--- src/rtl/cla_pkg.sv ---
package cla_pkg;

  // Width of one lookahead group (slice width and the fan-in of every lookahead unit)
  parameter int unsigned LA_W = 4;

  typedef logic [LA_W-1:0] la_vec_t;
  typedef logic [LA_W:0]   la_carry_t;

  // Every carry in flat sum-of-products form. Index 0 is the carry-in and
  // index LA_W is the group carry-out.
  function automatic la_carry_t lookahead_carries(la_vec_t g, la_vec_t p, logic c0);
    la_carry_t c;
    c[0] = c0;
    for (int k = 1; k <= int'(LA_W); k++) begin
      logic acc;
      logic all_p;
      all_p = c0;
      for (int m = 0; m < k; m++) all_p = all_p & p[m];
      acc = all_p;
      for (int j = 0; j < k; j++) begin
        logic term;
        term = g[j];
        for (int m = j + 1; m < k; m++) term = term & p[m];
        acc = acc | term;
      end
      c[k] = acc;
    end
    return c;
  endfunction

  // A carry leaves the group when some bit generates one and every bit above it propagates
  function automatic logic group_generate(la_vec_t g, la_vec_t p);
    logic acc;
    acc = 1'b0;
    for (int j = 0; j < int'(LA_W); j++) begin
      logic term;
      term = g[j];
      for (int m = j + 1; m < int'(LA_W); m++) term = term & p[m];
      acc = acc | term;
    end
    return acc;
  endfunction

  function automatic logic group_propagate(la_vec_t p);
    return &p;
  endfunction

endpackage

--- src/rtl/cla_lcu.sv ---
module cla_lcu
  import cla_pkg::*;
(
  input  la_vec_t   gen_in,
  input  la_vec_t   prop_in,
  input  logic      cin,
  output la_carry_t carries,
  output logic      grp_gen,
  output logic      grp_prop
);

  always_comb begin
    carries  = lookahead_carries(gen_in, prop_in, cin);
    grp_gen  = group_generate(gen_in, prop_in);
    grp_prop = group_propagate(prop_in);
  end

endmodule

--- src/rtl/cla_slice.sv ---
module cla_slice
  import cla_pkg::*;
(
  input  la_vec_t a,
  input  la_vec_t b,
  input  logic    cin,
  output la_vec_t sum,
  output la_vec_t bit_gen,
  output la_vec_t bit_prop,
  output la_vec_t bit_carry,
  output logic    local_cout,
  output logic    grp_gen,
  output logic    grp_prop
);

  la_carry_t carries;

  for (genvar i = 0; i < int'(LA_W); i++) begin : g_bit
    assign bit_gen[i]  = a[i] & b[i];
    assign bit_prop[i] = a[i] ^ b[i];
  end

  cla_lcu u_lcu (
    .gen_in  (bit_gen),
    .prop_in (bit_prop),
    .cin     (cin),
    .carries (carries),
    .grp_gen (grp_gen),
    .grp_prop(grp_prop)
  );

  assign bit_carry  = carries[LA_W-1:0];
  assign local_cout = carries[LA_W];

  for (genvar i = 0; i < int'(LA_W); i++) begin : g_sum
    assign sum[i] = bit_prop[i] ^ bit_carry[i];
  end

endmodule

--- src/rtl/cla_adder16.sv ---
module cla_adder16
  import cla_pkg::*;
#(
  parameter int unsigned GROUP_W = cla_pkg::LA_W
) (
  input  logic [GROUP_W*GROUP_W-1:0] op_a,
  input  logic [GROUP_W*GROUP_W-1:0] op_b,
  input  logic                       carry_in,
  output logic [GROUP_W*GROUP_W-1:0] sum,
  output logic                       carry_out,
  output logic                       grp_gen,
  output logic                       grp_prop
);

  localparam int unsigned NUM_SLICES = GROUP_W;
  localparam int unsigned DATA_W     = GROUP_W * NUM_SLICES;

  // Named internal wires for the checker
  logic [DATA_W-1:0]     bit_gen;
  logic [DATA_W-1:0]     bit_prop;
  logic [DATA_W:0]       carry_vec;   // carry into each bit; top entry is carry_out
  logic [NUM_SLICES-1:0] slice_gg;
  logic [NUM_SLICES-1:0] slice_gp;
  logic [NUM_SLICES-1:0] slice_cout;  // carry-out each slice computes locally
  la_carry_t             l2_carries;  // carries from the second-level unit

  cla_lcu u_lcu_l2 (
    .gen_in  (slice_gg),
    .prop_in (slice_gp),
    .cin     (carry_in),
    .carries (l2_carries),
    .grp_gen (grp_gen),
    .grp_prop(grp_prop)
  );

  for (genvar s = 0; s < int'(NUM_SLICES); s++) begin : g_slice
    localparam int unsigned LO = s * GROUP_W;
    cla_slice u_slice (
      .a         (op_a[LO +: GROUP_W]),
      .b         (op_b[LO +: GROUP_W]),
      .cin       (l2_carries[s]),
      .sum       (sum[LO +: GROUP_W]),
      .bit_gen   (bit_gen[LO +: GROUP_W]),
      .bit_prop  (bit_prop[LO +: GROUP_W]),
      .bit_carry (carry_vec[LO +: GROUP_W]),
      .local_cout(slice_cout[s]),
      .grp_gen   (slice_gg[s]),
      .grp_prop  (slice_gp[s])
    );
  end

  assign carry_out        = l2_carries[NUM_SLICES];
  assign carry_vec[DATA_W] = carry_out;

endmodule

--- config.mk ---
export PLATFORM = sky130hd
export DESIGN_NAME = cla_adder16
export DESIGN_NICKNAME = d
export VERILOG_FILES = /design/src/rtl/cla_pkg.sv /design/src/rtl/cla_lcu.sv /design/src/rtl/cla_slice.sv /design/src/rtl/cla_adder16.sv
export SDC_FILE = /design/constraint.sdc
export NUM_CORES = 1
export LEC_CHECK = 0
export ABC_AREA = 0
export BUFFER_PORTS_ARGS = -buffer_cell sky130_fd_sc_hd__clkbuf_2
export CAP_MARGIN = 40
export CORE_MARGIN = 5
export CORE_UTILIZATION = 39
export DETAILED_ROUTE_END_ITERATION = 12
export GPL_TIMING_DRIVEN = 0
export PLACE_DENSITY_LB_ADDON = 0.2
export SYNTH_ARGS = -nofsm -noshare
export SYNTH_HDL_FRONTEND = slang
export SYNTH_SLANG_ARGS = --single-unit
export TNS_END_PERCENT = 50
--- constraint.sdc ---
create_clock -name vclk -period 2.04
set_input_delay 0.102 -clock vclk [all_inputs]
set_output_delay 0.102 -clock vclk [all_outputs]
set_load 0.02 [all_outputs]
==> flow_metrics.env <==
export IMPL_syn_inst=84
export IMPL_antenna_found_initial=0
export IMPL_worstMarginPinSlew_ns=0.298
export IMPL_ys_warnings_count=0
export IMPL_syn_area_um2=698
export IMPL_cp_start_kind="primary input"
export IMPL_die_width_um=52.3
export IMPL_drt_total_wl_mm=2.16
export IMPL_synth_nets=141
export IMPL_synth_avg_cell_area_um2=8.31
export IMPL_area_delta_synth_final_pct=84.8
export IMPL_io_buffers=52
export IMPL_switching_share_pct=52.7
export IMPL_seqCellArea_um2=0
export IMPL_diodes=0
export IMPL_grt_pass1_wl_mm=3.32
export IMPL_nFlopsAndLatches=0
export IMPL_worst_ep_arrival_time_ns=2.04
export IMPL_yosysUniqueCellTypes=20
export IMPL_crit_required_ns=1.94
export IMPL_cts_hold_buf=0
export IMPL_finalSetupViolCount=3
export IMPL_rsz0062_at_grt="true"
export IMPL_drt_wirelength_per_cell_um=12.7
export IMPL_ys_seq_area_share_pct=0
export IMPL_chipHeight_um=52.3
export IMPL_worstHoldStart="op_b[0]"
export IMPL_hpwlAfterDp_mm=1.69
export IMPL_status="finished, violations left"
export IMPL_coreArea_um2=1710
export IMPL_crit_path_end_kind="primary output"
export IMPL_p_leak_nw=0.618
export IMPL_hold_worst_slack_ns=0.601
export IMPL_rows=15
export IMPL_p_sw_w=0.000272
export IMPL_drc=0
export IMPL_grt_pass1_vias=834
export IMPL_crit_start="op_b[3]"
export IMPL_drv_cap=0
export IMPL_nets=204
export IMPL_grt_usage_pct=15.0
export IMPL_slew_headroom_pct=79.9
export IMPL_tns_ns=-0.169
export IMPL_grt_max_degree=6
export IMPL_ant_nets=0
export IMPL_final_hold_viol_count=0
export IMPL_period_needed_ns=2.14
export IMPL_io_pins=52
export IMPL_dieArea_um2=2740
export IMPL_power_frac_comb_pct=100.0
export IMPL_initialDrtViolationCount=6
export IMPL_finalCritPeriodShare_pct=105
export IMPL_place_gp_congestion=0.791
export IMPL_fmax_mhz=468
export IMPL_seqPwrFrac_pct=0
export IMPL_drive_above_1_share_pct=60.0
export IMPL_internal_power_w=0.000244
export IMPL_vias_per_cell=4.99
export IMPL_worst_slack_ns=-0.0980
export IMPL_slew_viol_final=0
export IMPL_num_vias=848
export IMPL_first_pass_iters=4
export IMPL_violations="negative setup slack"
export IMPL_worst_path_max_fanout=4
export IMPL_clockBufferCount=0
export IMPL_grt_overflow=0
export IMPL_p_clk_share_pct=0
export IMPL_vdd_drop_max_mv=0.241
export IMPL_hp_class="primary input to primary output"
export IMPL_p_per_area_nw_per_um2=400
export IMPL_initial_core_util_pct=40.9
export IMPL_crit_type="primary input to primary output"
## per-layer routing
metal	share of wire [%]	wire, um	global-route usage [%]	vias up
met3	7.4	160	1.99	2
met4	0.37	8	0	0
li1	-	-	-	433
met5	0	0	0	-
met1	36	788	15.5	380
met2	56	1200	32.4	33
## timing repair
item | CTS | global route
endpoints found under the hold margin | 0 | 0
endpoints found under the setup margin | 7 | 8
gates resized for setup | 18 | 35
gates cloned | 0 | 0
pin swaps | 18 | 12
buffers inserted | 8 | 2
## Yosys cell counts
| cell | count | area (um2) |
|---|---|---|
| ha_1 | 20 | 250 |
| nor2_1 | 10 | 37.5 |
| o21a_1 | 8 | 60.1 |
| a21oi_1 | 7 | 35.0 |
| nand2_1 | 6 | 22.5 |
| fa_1 | 4 | 80.1 |
| nor3_1 | 4 | 20.0 |
| o21ai_1 | 4 | 20.0 |
| xnor2_1 | 4 | 35.0 |
| xor2_1 | 4 | 35.0 |
| a21o_1 | 2 | 15.0 |
| inv_1 | 2 | 7.51 |
| nand4_1 | 2 | 12.5 |
| a21oi_2 | 1 | 8.76 |
| a221oi_2 | 1 | 15.0 |
| and4_2 | 1 | 10.0 |
| nor4_1 | 1 | 6.26 |
| o21ai_0 | 1 | 5.00 |
| o21bai_1 | 1 | 7.51 |
| o221ai_2 | 1 | 15.0 |
## worst max-delay path, stage by stage
cell and delay (ns):
buf_6 0.10, ha_4 0.25, nand4_1 0.13, o221ai_2 0.13, a21oi_2 0.23, o21bai_2 0.09, ha_2 0.17, o21a_1 0.19
o21a_1 0.20, nor2_2 0.14, xnor2_2 0.13, clkbuf_8 0.17
## layout by cell type, fill, tap and decap left out, types with 2 or more instances in the layout
cell / n
clkbuf_2: 40
ha_1: 12
buf_4: 12
o21a_1: 8
nor2_1: 7
ha_4: 7
buf_6: 7
nand2_1: 5
xor2_1: 4
a21oi_1: 4
nor3_1: 3
xnor2_1: 3
o21ai_1: 3
a21oi_4: 2
nand4_1: 2
a21oi_2: 2
nor2_2: 2
a21o_1: 2
fa_1: 2
fa_2: 2
## through the flow
step | util [%] | setup slack (ns) | cells | total power (W) | cell area, um2
after CTS | 69.6 | -0.103 | 169 | 0.000469 | 1190
final | 75.5 | -0.0980 | 170 | 0.000516 | 1290
after detailed placement | 58.8 | -0.341 | 161 | 0.000401 | 1000
after floorplan | - | 0.0227 | 84 | 0.000279 | 713
after global placement | 58.8 | -0.345 | 161 | 0.000393 | 1000
after global routing | 75.5 | -0.219 | 170 | 0.000558 | 1290
## logic make-up (layout without fill, tap and decap cells)
family / count (synthesis) / in the layout / synth area share (%)
adder cells (fa/ha/maj): 24 / 24 / 47.3
AO/OA/AOI/OAI: 26 / 26 / 26.0
buffers and inverters: 2 / 63 / 1.08
AND/OR/NAND/NOR: 24 / 24 / 15.6
XOR/XNOR: 8 / 8 / 10.0
## power by group through the flow
stage,clock network [W],registers (W),logic (W)
final,0,0,0.000516
after global routing,0,0,0.000558
after CTS,0,0,0.000469
after detailed placement,0,0,0.000401
after global placement,0,0,0.000393
after floorplan,0,0,0.000279
## final timing paths
check	to	slack [ns]	cells past startpoint
worst max-delay path	sum[15]	-0.1	12
worst min-delay path	sum[0]	0.60	3
## area by class of cell
cell class	count	area (um2)
Multi-Input combinational cell	82	853
Tap cell	25	31.3
Inverter	2	7.51
Fill cell	126	418
Timing Repair Buffer	61	398
Note: power is estimated with default switching activity, not from simulation.
